==> src/rtl/dr_pkg.sv <==
package dr_pkg;

   // Variant of the agreement logic in front of the merge register.
   typedef enum logic [0:0] {
      DR_AGREE_FLAT = 1'b0,
      DR_AGREE_TREE = 1'b1
   } dr_agree_style_e;

   // Agreement summary of a group of presence flags.
   typedef struct packed {
      logic all_set;   // every flag in the group is 1
      logic all_clr;   // every flag in the group is 0
   } dr_agree_t;

   function automatic dr_agree_t dr_join(input dr_agree_t a, input dr_agree_t b);
      dr_agree_t r;
      r.all_set = a.all_set & b.all_set;
      r.all_clr = a.all_clr & b.all_clr;
      return r;
   endfunction

endpackage

==> src/rtl/dr_rail_decode.sv <==
module dr_rail_decode #(
   parameter int WIDTH = 8
) (
   input  logic [WIDTH-1:0] rail_t,
   input  logic [WIDTH-1:0] rail_f,
   output logic [WIDTH-1:0] present,
   output logic [WIDTH-1:0] illegal
);

   generate
      if (WIDTH < 1) begin : g_bad_width
         $error("dr_rail_decode: WIDTH must be at least 1");
      end
   endgenerate

   for (genvar i = 0; i < WIDTH; i++) begin : g_bit
      // either rail, including both, marks the bit present.
      assign present[i] = rail_t[i] | rail_f[i];
      // both rails high is an illegal code.
      assign illegal[i] = rail_t[i] & rail_f[i];
   end

endmodule

==> src/rtl/dr_agree_tree.sv <==
module dr_agree_tree
   import dr_pkg::*;
#(
   parameter int              WIDTH = 8,
   parameter dr_agree_style_e STYLE = DR_AGREE_TREE
) (
   input  logic [WIDTH-1:0] present,
   output dr_agree_t        agree
);

   localparam int LEVELS = (WIDTH > 1) ? $clog2(WIDTH) : 0;
   localparam int LEAVES = 1 << LEVELS;
   localparam int PAD    = LEAVES - WIDTH;

   generate
      if (WIDTH < 1) begin : g_bad_width
         $error("dr_agree_tree: WIDTH must be at least 1");
      end

      if (STYLE == DR_AGREE_FLAT) begin : g_flat
         assign agree.all_set = &present;
         assign agree.all_clr = ~|present;
      end else begin : g_tree
         logic [LEAVES-1:0] set_leaf;
         logic [LEAVES-1:0] clr_leaf;
         // Padding leaves are neutral for both reductions.
         if (PAD > 0) begin : g_pad
            assign set_leaf = {{PAD{1'b1}}, present};
            assign clr_leaf = {{PAD{1'b1}}, ~present};
         end else begin : g_nopad
            assign set_leaf = present;
            assign clr_leaf = ~present;
         end

         for (genvar l = 0; l <= LEVELS; l++) begin : g_lvl
            localparam int NODES = LEAVES >> l;
            dr_agree_t node [NODES];
            for (genvar n = 0; n < NODES; n++) begin : g_node
               if (l == 0) begin : g_leaf
                  assign node[n].all_set = set_leaf[n];
                  assign node[n].all_clr = clr_leaf[n];
               end else begin : g_join
                  assign node[n] = dr_join(g_lvl[l-1].node[2*n], g_lvl[l-1].node[2*n+1]);
               end
            end
         end
         assign agree = g_lvl[LEVELS].node[0];
      end
   endgenerate

endmodule

==> src/rtl/dr_celem_state.sv <==
module dr_celem_state
   import dr_pkg::*;
(
   input  logic      clk,
   input  logic      rst_n,
   input  dr_agree_t agree,
   output logic      done
);

   always_ff @(posedge clk or negedge rst_n) begin
      if (!rst_n) begin
         done <= 1'b0;
      end else if (agree.all_set) begin
         done <= 1'b1;
      end else if (agree.all_clr) begin
         done <= 1'b0;
      end
   end

   // a mixed group leaves the state untouched.
   assert_hold_mixed_R5: assert property (@(posedge clk) disable iff (!rst_n)
      (!agree.all_set && !agree.all_clr) |=> $stable(done));

   // The two agreement flags can never both be set for a non-empty word.
   assert_agree_exclusive_R3: assert property (@(posedge clk) disable iff (!rst_n)
      !(agree.all_set && agree.all_clr));

endmodule

==> src/rtl/dr_completion_detect.sv <==
module dr_completion_detect
   import dr_pkg::*;
#(
   parameter int              WIDTH = 8,
   parameter dr_agree_style_e STYLE = DR_AGREE_TREE
) (
   input  logic             clk,
   input  logic             rst_n,
   input  logic [WIDTH-1:0] rail_t,
   input  logic [WIDTH-1:0] rail_f,
   output logic             done,
   output logic [WIDTH-1:0] err_vec,
   output logic             err_any
);

   generate
      if (WIDTH < 1) begin : g_bad_width
         $error("dr_completion_detect: WIDTH must be at least 1");
      end
   endgenerate

   logic [WIDTH-1:0] present;
   dr_agree_t        agree;

   dr_rail_decode #(.WIDTH(WIDTH)) u_decode (
      .rail_t  (rail_t),
      .rail_f  (rail_f),
      .present (present),
      .illegal (err_vec)
   );

   dr_agree_tree #(.WIDTH(WIDTH), .STYLE(STYLE)) u_agree (
      .present (present),
      .agree   (agree)
   );

   dr_celem_state u_state (
      .clk   (clk),
      .rst_n (rst_n),
      .agree (agree),
      .done  (done)
   );

   assign err_any = |err_vec;

   // reset holds the flag low.
   assert_reset_low_R1: assert property (@(posedge clk)
      !rst_n |=> !done);

   // a rise needs a fully present word on the previous edge.
   assert_rise_full_R3: assert property (@(posedge clk) disable iff (!rst_n)
      $rose(done) |-> $past(&(rail_t | rail_f)));

   // a fall needs an empty word on the previous edge.
   assert_fall_empty_R4: assert property (@(posedge clk) disable iff (!rst_n)
      $fell(done) |-> $past(~|(rail_t | rail_f)));

   // a complete word is always followed by done high.
   assert_full_sets_R2: assert property (@(posedge clk) disable iff (!rst_n)
      (&(rail_t | rail_f)) |=> done);

   // error flags track the rail pairs.
   always_comb begin
      if (rst_n) begin
         assert_err_pairs_R6: assert (err_vec == (rail_t & rail_f) || $isunknown(rail_t ^ rail_f));
         assert_err_summary_R7: assert (err_any == (err_vec != '0));
      end
   end

endmodule

==> config.mk <==
export PLATFORM = sky130hd
export DESIGN_NAME = dr_completion_detect
export DESIGN_NICKNAME = d
export VERILOG_FILES = /design/src/rtl/dr_pkg.sv /design/src/rtl/dr_rail_decode.sv /design/src/rtl/dr_agree_tree.sv /design/src/rtl/dr_celem_state.sv /design/src/rtl/dr_completion_detect.sv
export SDC_FILE = /design/constraint.sdc
export NUM_CORES = 1
export LEC_CHECK = 0
export CAP_MARGIN = 25
export CELL_PAD_IN_SITES_DETAIL_PLACEMENT = 1
export CELL_PAD_IN_SITES_GLOBAL_PLACEMENT = 2
export CORE_UTILIZATION = 10
export DETAILED_ROUTE_END_ITERATION = 8
export GPL_TIMING_DRIVEN = 0
export PLACE_DENSITY_LB_ADDON = 0.1
export RECOVER_POWER = 100
export SLEW_MARGIN = 40
export SYNTH_ARGS = -nofsm -noshare
export SYNTH_HDL_FRONTEND = slang
export SYNTH_SLANG_ARGS = --single-unit
==> constraint.sdc <==
create_clock -name clk -period 2.3 [get_ports clk]
set_input_delay 0.46 -clock clk [delete_from_list [all_inputs] [get_ports clk]]
set_output_delay 0.46 -clock clk [all_outputs]
set_load 0.02 [all_outputs]
## After elaboration in Yosys (flattened, before gate mapping)

Cells that the tools add are included.

| cells by class | value |
|---|---|
| mux-type cells | 2 |
| bitwise operators | 31 |
| reduce and logical (&&, ||, !) cells | 2 |

Operator list:

| operator | number |
|---|---|
| $and 1x1->1 | 22 |
| $not 8->8 | 1 |
| $or 1x1->1 | 8 |
| $reduce_or 8->1 | 1 |
| $mux 1 | 2 |
| $reduce_bool 2->1 | 1 |

| storage, ports and cells | value |
|---|---|
| register bits after elaboration | 1 |
| input bits | 18 |

## Logic depth before layout (Yosys ltp)

| depth | value |
|---|---|
| depth after elaboration | 7 |
| mapped depth | 3 |

## Hierarchy

From an unflattened synthesis, not the netlist that was laid out.

| second synthesis, totals | value |
|---|---|
| cell total of the unflattened synthesis | 28 |
| area, all modules | 197.7 µm² |

Modules (own cells, without submodules):

| module | instances | cells an instance | area an instance (µm²) |
|---|---|---|---|
| dr_rail_decode | 1 | 16 | 110.1 |
| dr_celem_state | 1 | 3 | 36.3 |
| dr_agree_tree | 1 | 6 | 35.0 |
| dr_completion_detect | 1 | 3 | 16.3 |

## Worst setup path before layout

No wires, ideal clock.

| timing | value |
|---|---|
| path type | input-to-output |
| start | input port rail_t[4] |
| end | output port err_any |
| arrival time | 1.761 ns |
| required time | 1.840 ns |
| path slack | 0.079 ns |
| cell stages on the path | 3 |
| path buffers | 0 |
| cell sequence | and2_1 > or4_1 > or4_1 |

| between the ends | value |
|---|---|
| word-level cells in the longest chain between the ends | 2 |

Ends and longest elaborated chain:

| what | line | RTL |
|---|---|---|
| start, declared | dr_completion_detect.sv:9 | `input logic [WIDTH-1:0] rail_t,` |
| $and 1x1->1 | dr_rail_decode.sv:20 | `assign illegal[i] = rail_t[i] & rail_f[i];` |
| $reduce_or 8->1 | dr_completion_detect.sv:44 | `assign err_any = \|err_vec;` |
| end, declared | dr_completion_detect.sv:13 | `output logic err_any` |

No other way between the ends.

## Worst setup path in the final report

| timing | value |
|---|---|
| start | input port rail_t[5] |
| end | output port err_any |

Same word-level chain as after synthesis.

==> results.yml <==
cts:
  ctsHoldBuffers: 0
  clk_latency_ps: 0
  cts_setup_buffers: 0
  clkTransAtPathRegs_ps: 0
sta:
  finalCriticalPeriod_ps: 2259
  hold_violations: 0
  finalClockSkew_ps: 0
  final_max_slew_viol_count: 0
  worst_slew_pin_slew_ps: 287.9
  maxSlewHeadroom_pct: 80.63
  grt_setup_unrepaired: "no"
  fmax_mhz: 442.8
  finalSetupViolations: 0
  min_period_over_period_pct: 98.20
cells_and_area:
  top_register: "u_state.done"
  fin_cells: 67
  drive_above_1_share_pct: 25.49
  largest_reg_flops: 1
  diodes: 0
  largestRegisters: "u_state.done x1"
  syn_to_final_growth_pct: 155.5
  fin_area_sq_um: 437.9
  layout.nets: 71
worst_setup_path:
  cpPeakStageDelay_ps: 500
  crit_chain: "buf_2 > and2_4 > or4_1 > or4_1 > buf_6"
  start_kind: "primary input"
  cp.arrival_ps: 1800
  path_buf_inv: 2
  path_class: "primary input to output pin"
  worstPathRequired_ps: 1840
  cp-end-kind: "output pin"
  crit_family: "simple AND/OR/NAND/NOR gates"
  slowest_stage: "or4_1"
  path_max_fanout: 3
  cp_common_cell: "or4_1"
routing:
  drc: 6
  firstDrtPassIters: 5
  wl_um: 784
  drt-vias-per-instance: 4.522
  wire_per_inst_um: 11.70
  detail_route.iter0.violations: 8
  ant_nets: 0
  via_count: 303
pwr:
  cellPowerDensity_nw_per_um2: 210.9
  max-vdd-ir-drop_uv: 102.7
  finalPower_mw: 0.09237
  leakage_nw: 0.1821
floorplan:
  initial_utilization_pct: 11.00
  dieArea_sq_um: 1884
  die_w_um: 43.40
  ios: 28
  die_h_um: 43.40
  rows: 14
  core_sq_um: 1559
grt:
  grt.overflow.total: 0
  use_met1_pct: 10.91
  top_usage_layer: "met2"
  antenna_found_initial: 0
  use_met2_pct: 14.24
  grt_use_met3_pct: 1.250
  grt_use_total_pct: 8.024
  grt_max_degree: 4
  grt_pass1_vias: 264
  grt_pass1_wl_um: 1200
placed_design:
  io_buffers: 27
  place_area_sq_um: 461.7
  globalplace.congestion: 0.6908
  place.detailed.instances: 67
yosys:
  ys_types: 10
  syn_nets: 42
  syn-cell-area_sq_um: 171.4
  ys_seq_area_share_pct: 14.60
  yosysWarnings: 0
  syn_avg_cell_area_sq_um: 7.142
  synth_seq_cells: 1
  syn_inst: 24
status:
  outcome: "finished, violations left"
  violations: "DRC"
worst_hold_path:
  worstHoldPathType: "flip-flop to flip-flop"
run:
  drv_cap: 0
cell usage in the layout (no fill, tap or decap), drive strengths merged:
cell type      netlist  routed
and2                 8       8
clkdlybuf4s15        0       2
clkdlybuf4s50        0       6
o22ai                4       4
dlygate4sd3          0       8
nand4                1       1
dfrtp                1       1
nor4                 4       4
or4                  2       2
clkbuf               0       1
buf                  0       6
dlygate4sd2          0       4
nor2                 2       2
a22o                 1       1
or2                  1       1
cells in the mapped netlist:
master   n  area share, %
or4_1    2            8.8
dfrtp_1  1             15
or2_2    1            3.7
nor4_1   4             15
nand4_1  1            3.7
and2_1   7             26
nor2_1   2            4.4
and2_4   1            5.1
o22ai_1  4             15
a22o_1   1            5.1
power by group:
group / leakage (nW) / internal (mW) / switching, mW
sequential: 0.00878 / 0.0182 / 0.000124
combinational: 0.173 / 0.0414 / 0.0326
clock: 0 / 0 / 0
stage by stage:
stage | worst slack, ps | hold WS, ps | TNS (ps) | utilization [%]
final | 41.48 | 490.8 | 0 | 28.09
after global routing | 7.905 | 545.5 | 0 | 28.09
after detailed placement | -787.1 | 501.5 | -787.1 | 29.61
after floorplan | 79.02 | 164.4 | 0 | -
after CTS | 1.228 | 505.9 | 0 | 28.25
after global placement | -785.0 | 496.9 | -785.0 | 29.61
metal layers:
metal	wire length (um)	share of wire, %
met3	89	11
met5	0	0
met1	334	43
met4	0	0
met2	360	46
timing repair:
| item | 4_1_cts | 5_1_grt |
|---|---|---|
| endpoints found under the setup margin | 1 | 1 |
| resized for setup | 38 | 3 |
| pin swaps | 3 | 0 |
| gates cloned | 0 | 0 |
area by class of cell:
type	instances	area [sq um]
Fill cell	200	1121
Timing Repair Buffer	27	236.5
Multi-Input combinational cell	23	156.4
Sequential cell	1	25.02
Tap cell	16	20.02
cell families (layout without fill, tap and decap cells):
kind of cell | Yosys count | after routing | synth area share [%]
and+or+nand+nor | 18 | 18 | 65.69
buffers and inverters | 0 | 27 | 0
DFF | 1 | 1 | 14.60
AOI/OAI and AO/OA | 5 | 5 | 19.71
worst paths after layout:
check	endpoint	cells past startpoint	slack (ps)	from
worst max register to register	u_state.done	1	1620	u_state.done
worst min register to register	u_state.done	1	490	u_state.done
worst min-delay path	u_state.done	1	490	u_state.done
max in group asynchronous	u_state.done	1	1520	rst_n
min in group asynchronous	u_state.done	1	680	rst_n
worst max-delay path	err_any	5	40	rail_t[5]
Note: power is estimated with default switching activity, not from simulation.
